**config.mk**
```make
export PLATFORM = sky130hd
export DESIGN_NAME = dtree_serializer
export DESIGN_NICKNAME = d
export VERILOG_FILES = /design/src/rtl/dtree_pkg.sv /design/src/rtl/dtree_ctrl.sv /design/src/rtl/dtree_cell.sv /design/src/rtl/dtree_path.sv /design/src/rtl/dtree_serializer.sv
export SDC_FILE = /design/constraint.sdc
export NUM_CORES = 1
export LEC_CHECK = 0
export BUFFER_PORTS_ARGS = -buffer_cell sky130_fd_sc_hd__clkbuf_2
export CAP_MARGIN = 25
export CORE_UTILIZATION = 45
export DETAILED_ROUTE_END_ITERATION = 10
export PLACE_DENSITY = 0.71
export SETUP_SLACK_MARGIN = 0.02
export SLEW_MARGIN = 40
export SYNTH_ARGS = -nofsm -noshare
export SYNTH_HDL_FRONTEND = slang
export SYNTH_HIERARCHICAL = 1
export SYNTH_SLANG_ARGS = --single-unit
export TNS_END_PERCENT = 5
```
**constraint.sdc**
```tcl
create_clock -name clkBit -period 2 [get_ports clkBit]
set_input_delay 0.3 -clock clkBit [delete_from_list [all_inputs] [get_ports clkBit]]
set_output_delay 0.3 -clock clkBit [all_outputs]
set_load 0.01 [all_outputs]
```
**src/rtl/dtree_pkg.sv**
```systemverilog
package dtree_pkg;

  // Tree depth; the word width and slot counter follow from it.
  localparam int unsigned TREE_LEVELS = 3;
  localparam int unsigned WORD_BITS   = 1 << TREE_LEVELS;
  localparam int unsigned SLOT_BITS   = TREE_LEVELS;

  // Strobes from control to datapath, one field bit per tree depth
  // (depth 0 is the output cell, depth TREE_LEVELS-1 the leaves).
  typedef struct packed {
    logic                   wordCap;
    logic [TREE_LEVELS-1:0] phase;
    logic [TREE_LEVELS-1:0] loadHi;
    logic [TREE_LEVELS-1:0] loadLo;
  } strobe_t;

  // Reverse the lowest w bits of v.
  function automatic int unsigned bitRev(input int unsigned v, input int unsigned w);
    int unsigned r;
    r = 0;
    for (int unsigned i = 0; i < w; i++) begin
      r = (r << 1) | ((v >> i) & 1);
    end
    return r;
  endfunction

endpackage

```
**src/rtl/dtree_ctrl.sv**
```systemverilog
module dtree_ctrl
  import dtree_pkg::*;
(
  input  logic    clkBit,
  input  logic    rstN,
  output strobe_t stb
);

  // Slot in which the word register is loaded at the closing edge.
  localparam logic [SLOT_BITS-1:0] CAP_SLOT = SLOT_BITS'(WORD_BITS - TREE_LEVELS - 1);

  logic [SLOT_BITS-1:0]   slot;
  logic [SLOT_BITS-1:0]   slotNext;
  logic [TREE_LEVELS-1:0] phNow;
  logic [TREE_LEVELS-1:0] phNext;

  // Stage phase at depth d: period 2^(d+1) slots, advanced by d slots so
  // each level has its value ready one slot before the level above samples.
  function automatic logic phaseOf(input logic [SLOT_BITS-1:0] s, input int unsigned d);
    logic [SLOT_BITS:0] sh;
    sh = ({1'b0, s} + (SLOT_BITS+1)'(d)) >> d;
    return ~sh[0];
  endfunction

  assign slotNext = slot + 1'b1;

  always_ff @(posedge clkBit or negedge rstN) begin
    if (!rstN) slot <= CAP_SLOT;
    else       slot <= slotNext;
  end

  always_comb begin
    for (int unsigned d = 0; d < TREE_LEVELS; d++) begin
      phNow[d]  = phaseOf(slot, d);
      phNext[d] = phaseOf(slotNext, d);
    end
  end

  always_comb begin
    stb.wordCap = (slot == CAP_SLOT);
    stb.phase   = phNow;
    stb.loadHi  = phNext & ~phNow;
    stb.loadLo  = ~phNext & phNow;
  end

endmodule

```
**src/rtl/dtree_cell.sv**
```systemverilog
module dtree_cell (
  input  logic clkBit,
  input  logic rstN,
  input  logic loadHi,
  input  logic loadLo,
  input  logic phase,
  input  logic dHi,
  input  logic dLo,
  output logic q
);

  logic hiQ;
  logic loQ;

  // One register refreshed as the phase rises, the other as it falls.
  always_ff @(posedge clkBit or negedge rstN) begin
    if (!rstN) begin
      hiQ <= 1'b0;
      loQ <= 1'b0;
    end else begin
      if (loadHi) hiQ <= dHi;
      if (loadLo) loQ <= dLo;
    end
  end

  assign q = phase ? hiQ : loQ;

endmodule

```
**src/rtl/dtree_path.sv**
```systemverilog
module dtree_path
  import dtree_pkg::*;
(
  input  logic                 clkBit,
  input  logic                 rstN,
  input  logic [WORD_BITS-1:0] parWord,
  input  strobe_t              stb,
  output logic                 serOut
);

  localparam int unsigned LEAVES = WORD_BITS / 2;
  localparam int unsigned NODES  = WORD_BITS - 1;

  logic [WORD_BITS-1:0] wordQ;
  logic [NODES:1]       nodeQ;   // heap order: node k feeds from 2k and 2k+1

  always_ff @(posedge clkBit or negedge rstN) begin
    if (!rstN)            wordQ <= '0;
    else if (stb.wordCap) wordQ <= parWord;
  end

  for (genvar d = 0; d < TREE_LEVELS; d++) begin : g_lvl
    for (genvar i = 0; i < (1 << d); i++) begin : g_cell
      localparam int unsigned K = (1 << d) + i;
      logic hiIn;
      logic loIn;
      if (d == TREE_LEVELS - 1) begin : g_leaf
        // Bit-reversed placement gives natural output order.
        localparam int unsigned BI = bitRev(i, TREE_LEVELS - 1);
        assign hiIn = wordQ[BI];
        assign loIn = wordQ[BI + LEAVES];
      end else begin : g_node
        assign hiIn = nodeQ[2*K];
        assign loIn = nodeQ[2*K + 1];
      end
      dtree_cell u_cell (
        .clkBit (clkBit),
        .rstN   (rstN),
        .loadHi (stb.loadHi[d]),
        .loadLo (stb.loadLo[d]),
        .phase  (stb.phase[d]),
        .dHi    (hiIn),
        .dLo    (loIn),
        .q      (nodeQ[K])
      );
    end
  end

  assign serOut = nodeQ[1];

endmodule

```
**src/rtl/dtree_serializer.sv**
```systemverilog
module dtree_serializer
  import dtree_pkg::*;
(
  input  logic                 clkBit,
  input  logic                 rstN,
  input  logic [WORD_BITS-1:0] parWord,
  output logic                 wordTake,
  output logic                 serOut
);

  strobe_t stb;

  dtree_ctrl u_ctrl (
    .clkBit (clkBit),
    .rstN   (rstN),
    .stb    (stb)
  );

  dtree_path u_path (
    .clkBit  (clkBit),
    .rstN    (rstN),
    .parWord (parWord),
    .stb     (stb),
    .serOut  (serOut)
  );

  assign wordTake = stb.wordCap;

endmodule

```
==> qor.yml, run 1 <==
placed_design:
  dp.final_hpwl_um: 1270
  place.gp.congestion: 0.727
  numPortBuffers: 11
  post_dp_cell_area_um2: 1260
  pre_cts_slack_ns: 0.0125
die:
  die_h_um: 53.2
  die_area_um2: 2830
  io_pins: 12
  die_w_um: 53.2
  core_um2: 2480
  rows: 18
  start_util_pct: 47.6
synthesis:
  yosys-top-cells-area: "dfrtp_1, mux2_4, mux2_1"
  yosysUniqueCellTypes: 16
  ys_ff_latch: 25
  synth.top_cell.area_share_pct: 51.0
  synth_cells: 75
  yosysSeqAreaShare_pct: 53.2
  synth_largest_area_cell: "dfrtp_1"
  synth_warnings: 6
  synthesis.area_um2: 1180
  syn_avg_cell_area_um2: 15.7
  syn_nets: 89
clocking:
  cts_tree: "yes"
  cts-root-buf: "clkbuf_4"
  clk_latency_ns: 0.32
  cts_made_buffers: 3
  clkSinkCount: 25
  cts-htree-levels: 1
  clkTransAtPathRegs_ns: 0.14
  clockBufferDepth: 2
timing:
  setup_tns_ns: 0
  finalHoldViolCount: 0
  worstMarginPinSlew_ns: 0.625
  layout_setup_ws_ns: 0.146
  max_slew_margin_pct: 58.4
  drv_slew: 0
  fin_skew_ns: 0.00904
  finalCritPeriodShare_pct: 92.7
  setup_viol_count_final: 0
  hold-worst-slack_ns: 0.201
  rsz0062_at_grt: "false"
  min_period_ns: 1.85
  fmax_mhz: 539
worst_setup_path:
  end_kind: "primary output"
  cp-start-kind: "flop"
  worst_path_max_delay_cell: "dfrtp_2"
  crit_type: "flop to primary output"
  worstPathMaxFanout: 9
  reg2reg_to: "u_path/g_lvl[2].g_cell[2].u_cell/hiQ$_DFFE_PN0P_"
  worstPathRequired_ns: 1.70
  r2r_slack_ns: 0.16
  path_cells: "inv_1 -> ha_4 -> and2_2 -> clkbuf_2"
  cp.arrival_ns: 1.55
  cp_slowest_stage_delay_ns: 0.46
  reg2reg_depth: 6
  r2r_start: "u_ctrl/slot[1]$_DFF_PN0_"
route:
  dr_total_vias: 591
  drc: 0
  viasPerCell: 4.80
  detail-route-antenna-nets: 0
  wl_per_cell_um: 14.5
  detail_route.first_pass.iterations: 2
  wirelength_um: 1790
  drt_iter0_markers: 4
power_and_ir_drop:
  p_clk_share_pct: 27.4
  internal_power_w: 0.000641
  sw_frac_of_total_pct: 22.0
  ir_drop_mv: 0.527
  combPwrFrac_pct: 6.7
  p_seq_share_pct: 65.9
  power.leakage_nw: 0.641
  p_per_area_nw_per_um2: 612
  power_switching_w: 0.000180
grt:
  grt_pass1_vias: 650
  grt_usage_pct: 15.6
  grt_pass1_wl_um: 3040
  grt_max_degree: 26
  antenna_found_initial: 0
  grt_overflow_total: 0
min_path:
  whs_endpoint: "u_path/wordQ[3]$_DFFE_PN0P_"
  hold_class: "primary input to flop"
  min_path_cells: 2
  worstHoldStart: "parWord[3]"
finish:
  antenna_cells: 0
  area_growth_pct: 13.8
  drive_above_1_share_pct: 43.0
  final_common_cell: "dfrtp_1"
  final_area_um2: 1340
  final_cell_mix: "dfrtp_1, mux2_4, mux2_1"
  nNetsFinal: 108
  final_util_pct: 54.1
run_status:
  status: "complete, no violations"
flow_run:
  drv_cap: 0
## final cells by class
cell class                 instances  area [um2]
clock buffer                       4        26.3
tap                               30        37.5
fill                             219        1140
inverter                           3        11.3
multi-input combinational         43         528
timing repair buffer              18         110
sequential                        25         628
## state kept, by name, indices dropped and copies added (netlist names)
name                            flops
u_path/g_lvl.g_cell.u_cell/hiQ      7
u_path/wordQ                        8
u_ctrl/slot                         3
u_path/g_lvl.g_cell.u_cell/loQ      7
## cell usage after synthesis (all sizes together)
| library cell | number |
|---|---|
| mux2 | 29 |
| dfrtp | 24 |
| buf | 4 |
| ha | 4 |
| inv | 3 |
| and2 | 2 |
| mux2i | 2 |
| dfstp | 1 |
| nand2 | 1 |
| nand2b | 1 |
| or2 | 1 |
| or2b | 1 |
| xnor2 | 1 |
| xor2 | 1 |
## kinds of logic after synthesis
logic type	after synthesis	synth area share [%]
xor gates and xnor gates	2	1.49
adders and majority gates	4	4.25
buffers and inverters	7	3.82
DFF	25	53.2
muxes	31	34.2
and+or+nand+nor	6	3.08
## power groups by stage
stage / Combinational (W) / Clock [W] / Sequential (W)
after floorplan: 0.0000324 / 0 / 0.000545
after global placement: 0.0000532 / 0 / 0.000550
after detailed placement: 0.0000548 / 0 / 0.000550
after CTS: 0.0000564 / 0.000232 / 0.000541
after global routing: 0.0000616 / 0.000251 / 0.000544
final: 0.0000550 / 0.000225 / 0.000541
## stage by stage
step                power [W]  std cells
finish               0.000821        123
detailed placement   0.000605        115
global placement     0.000603        115
floorplan            0.000577         75
global route         0.000857        123
CTS                  0.000830        120
## per-layer routing
layer	vias up	track usage [%]	part of all wire [%]
met5	-	0	0
met4	0	6.58	1.7
met3	4	3.45	2.3
met2	10	25.1	46
met1	287	20.2	50
li1	290	-	-
## worst max-delay path, delay by kind of cell (launching register included)
family	cells	cell delay [ns]
buffers and inverters	2	0.31
flip-flops	1	0.46
adder cells (fa/ha/maj)	1	0.14
AND/OR/NAND/NOR	1	0.33
## worst max-delay path by stage
stage                                        start                                                to  slack [ns]
after floorplan           u_ctrl/slot[0]$_DFF_PN0_  u_path/g_lvl[2].g_cell[0].u_cell/loQ$_DFFE_PN0P_        0.03
after global placement    u_ctrl/slot[1]$_DFF_PN0_  u_path/g_lvl[2].g_cell[2].u_cell/loQ$_DFFE_PN0P_        0.08
after detailed placement  u_ctrl/slot[1]$_DFF_PN0_  u_path/g_lvl[2].g_cell[2].u_cell/loQ$_DFFE_PN0P_        0.01
after CTS                 u_ctrl/slot[1]$_DFF_PN0_  u_path/g_lvl[2].g_cell[0].u_cell/hiQ$_DFFE_PN0P_        0.06
after global routing      u_ctrl/slot[1]$_DFF_PN0_  u_path/g_lvl[2].g_cell[0].u_cell/hiQ$_DFFE_PN0P_        0.07
final                     u_ctrl/slot[1]$_DFF_PN0_                                          wordTake        0.15
## repair_timing
item | in CTS | in global routing
hold endpoints to repair | 24 | 0
pin swaps | 0 | 1
resized for setup | 2 | 2
hold buffers | 1 | 0
setup endpoints to repair | 9 | 9
setup buffers | 0 | 3
No activity file was read; power rests on OpenSTA's default activity.
==> inputs of run 2 (changes only) <==
- PLACE_DENSITY: 0.71 -> 0.69
- clock period: 2 -> 1.95 ns (I/O delays scaled with it)
==> run 2 against run 1 <==
  * Cell area fell by 1.3%
  * Routed wire length fell by 3.6%
  * Clock power rose by 5%
  * Register-to-register slack got worse by 0.05 ns
  * Total power rose by 3.1%
  * Count of clock-buffer cells in the layout fell by 1
==> qor.yml, run 2 (synthesized netlist as in run 1, its figures left out) <==
run_status:
  status: "complete, no violations"  # unchanged
finish:
  drive_above_1_share_pct: 41.3  # was 43.0%
  final_util_pct: 53.4  # was 54.1%
  area_growth_pct: 12.3  # was 13.8%
  nFillCells: 226  # was 219
  final_common_cell: "dfrtp_1"  # unchanged
  regMostFlops: "u_path/wordQ"  # unchanged
  antenna_cells: 0  # unchanged
  final_cell_mix: "dfrtp_1, mux2_4, mux2_1"  # unchanged
  final_cells: 122  # was 123
  nNetsFinal: 107  # was 108
  largest_reg_flops: 8  # unchanged
  reg_top3: "u_path/wordQ (8), u_path/g_lvl.g_cell.u_cell/hiQ (7), u_path/g_lvl.g_cell.u_cell/loQ (7)"  # unchanged
timing:
  hold-worst-slack_ns: 0.183  # was 0.201 ns
  worstMarginPinSlew_ns: 0.603  # was 0.625 ns
  max_slew_margin_pct: 59.8  # was 58.4%
  rsz0062_at_grt: "false"  # unchanged
  fin_skew_ns: 0.00291  # was 0.00904 ns
  setup_tns_ns: 0  # unchanged
  finalHoldViolCount: 0  # unchanged
  finalCritPeriodShare_pct: 94.5
  drv_slew: 0  # unchanged
  min_period_ns: 1.84
  fmax_mhz: 543
  setup_viol_count_final: 0  # unchanged
clocking:
  cts_made_buffers: 3  # unchanged
  clockBufferDepth: 2  # unchanged
  clk_latency_ns: 0.32  # about the same
  cts-htree-levels: 1  # unchanged
  clkSinkCount: 25  # unchanged
  cts-root-buf: "clkbuf_4"  # unchanged
  cts_tree: "yes"  # unchanged
  clkTransAtPathRegs_ns: 0.14  # about the same
worst_setup_path:
  endpoint: "u_path/g_lvl[2].g_cell[0].u_cell/loQ$_DFFE_PN0P_"  # was wordTake
  reg2reg_to: "u_path/g_lvl[2].g_cell[0].u_cell/loQ$_DFFE_PN0P_"  # was u_path/g_lvl[2].g_cell[2].u_cell/hiQ$_DFFE_PN0P_
  cp_slowest_stage_delay_ns: 0.41  # was 0.46 ns
  worstPathMaxFanout: 4  # was 9
  path_cells: "inv_1 -> ha_1 -> xnor2_2 -> mux2i_2 -> buf_4 -> mux2_4"  # was inv_1 -> ha_4 -> and2_2 -> clkbuf_2
  critical-path-top-delay-family: "multiplexers"  # was flip-flops
  crit_type: "flop to flop"  # was flop to primary output
  cp-start-kind: "flop"  # unchanged
  reg2reg_depth: 6  # unchanged
  r2r_slack_ns: 0.11  # was 0.16 ns
  cp.arrival_ns: 2.07  # was 1.55 ns
  cp_num_cells: 6  # was 4
  worstPathRequired_ns: 2.18  # was 1.70 ns
  worst_path_max_delay_cell: "dfrtp_1"  # was dfrtp_2
  r2r_start: "u_ctrl/slot[0]$_DFF_PN0_"  # was u_ctrl/slot[1]$_DFF_PN0_
  crit_start: "u_ctrl/slot[0]$_DFF_PN0_"  # was u_ctrl/slot[1]$_DFF_PN0_
  crit_buf_inv: 2  # unchanged
  end_kind: "flop"  # was primary output
placed_design:
  dp_cells: 116  # was 115
  place.gp.congestion: 0.722  # was 0.727
  numPortBuffers: 11  # unchanged
  dp.final_hpwl_um: 1250  # was 1270 um
die:
  core_um2: 2480  # unchanged
  rows: 18  # unchanged
  die_w_um: 53.2  # unchanged
  die_area_um2: 2830  # unchanged
  start_util_pct: 47.6  # unchanged
  io_pins: 12  # unchanged
  die_h_um: 53.2  # unchanged
grt:
  grt_overflow_total: 0  # unchanged
  grt_usage_pct: 15.3  # was 15.6%
  antenna_found_initial: 0  # unchanged
  grt_pass1_wl_um: 2850  # was 3040 um
  grt_max_degree: 26  # unchanged
  grt_pass1_vias: 594  # was 650
route:
  detail-route-antenna-nets: 0  # unchanged
  drt_iter0_markers: 0  # was 4
  drc: 0  # unchanged
  dr_total_vias: 609  # was 591
  wl_per_cell_um: 14.1  # was 14.5 um
  viasPerCell: 4.99  # was 4.80
  detail_route.first_pass.iterations: 1  # was 2
  wirelength_um: 1720  # was 1790 um
flow_run:
  drv_cap: 0  # unchanged
min_path:
  hold_class: "primary input to flop"  # unchanged
power_and_ir_drop:
  power.leakage_nw: 0.643  # was 0.641 nW
  ir_drop_mv: 0.537  # was 0.527 mV
  p_per_area_nw_per_um2: 640  # was 612 nW/um2
## run 2: cell types whose count changed in the layout (fill, tap and decap cells not counted)
cell / before / now
and2_1: 1 / 2
and2_2: 1 / 0
buf_4: 6 / 5
clkbuf_1: 1 / 0
clkinv_2: 0 / 1
dfrtp_1: 23 / 24
dfrtp_2: 1 / 0
ha_1: 3 / 4
ha_4: 1 / 0
mux2i_1: 2 / 1
mux2i_2: 0 / 1
## run 2: final cells by class
cell class | count | area (um2) | area share [%]
clock buffer | 3 | 22.5 | 1.70
clock inverter | 1 | 5.00 | 0.378
inverter | 3 | 11.3 | 0.851
multi-input combinational | 43 | 518 | 39.1
sequential | 25 | 627 | 47.4
tap | 30 | 37.5 | 2.84
timing repair buffer | 17 | 103 | 7.75
## run 2: worst min path at each step
stage | startpoint | depth (start not counted) | end
after detailed placement | rstN | 1 | u_path/g_lvl[1].g_cell[1].u_cell/hiQ$_DFFE_PN0P_
after CTS | parWord[7] | 2 | u_path/wordQ[7]$_DFFE_PN0P_
after global routing | parWord[6] | 2 | u_path/wordQ[6]$_DFFE_PN0P_
final | parWord[7] | 2 | u_path/wordQ[7]$_DFFE_PN0P_
after floorplan | rstN | 0 | u_ctrl/slot[0]$_DFF_PN0_
after global placement | rstN | 1 | u_path/g_lvl[1].g_cell[0].u_cell/hiQ$_DFFE_PN0P_
## run 2: worst register-to-register path: cells and delay by family (launching register included)
family / cells / cell delay (ns)
adders and majority gates: 1 / 0.36
DFF: 1 / 0.41
muxes: 2 / 0.52
buffers and inverters: 2 / 0.24
xor gates and xnor gates: 1 / 0.22
## run 2: routing by layer
layer	track usage, %	share of wire (%)
met3	2.59	2.6
met4	10.5	3.2
met5	0	0
met1	21.2	51
met2	21.3	43
## run 2: report_power, final
| part | total, W | leakage, nW | internal, W | switching, W |
|---|---|---|---|---|
| sequential | 0.000555 | 0.291 | 0.000542 | 0.0000132 |
| combinational | 0.0000560 | 0.335 | 0.0000358 | 0.0000202 |
| clock | 0.000236 | 0.0177 | 0.0000770 | 0.000159 |
## run 2: metrics by stage
stage | instance area [um2] | worst slack (ns) | total power (W)
4_1_cts | 1320 | 0.0286 | 0.000857
6_report | 1320 | 0.108 | 0.000847
2_1_floorplan | 1180 | 0.0430 | 0.000592
3_3_place_gp | 1270 | 0.0225 | 0.000618
5_1_grt | 1320 | 0.0265 | 0.000888
3_5_place_dp | 1270 | -0.0372 | 0.000621
## run 2: repair_timing
| action | in CTS | in global routing |
|---|---|---|
| hold buffers | 1 | 0 |
| gates resized for setup | 0 | 1 |
| endpoints found under the setup margin | 4 | 8 |
| hold endpoints to repair | 24 | 0 |
| cloned | 0 | 0 |
| setup buffers | 1 | 0 |
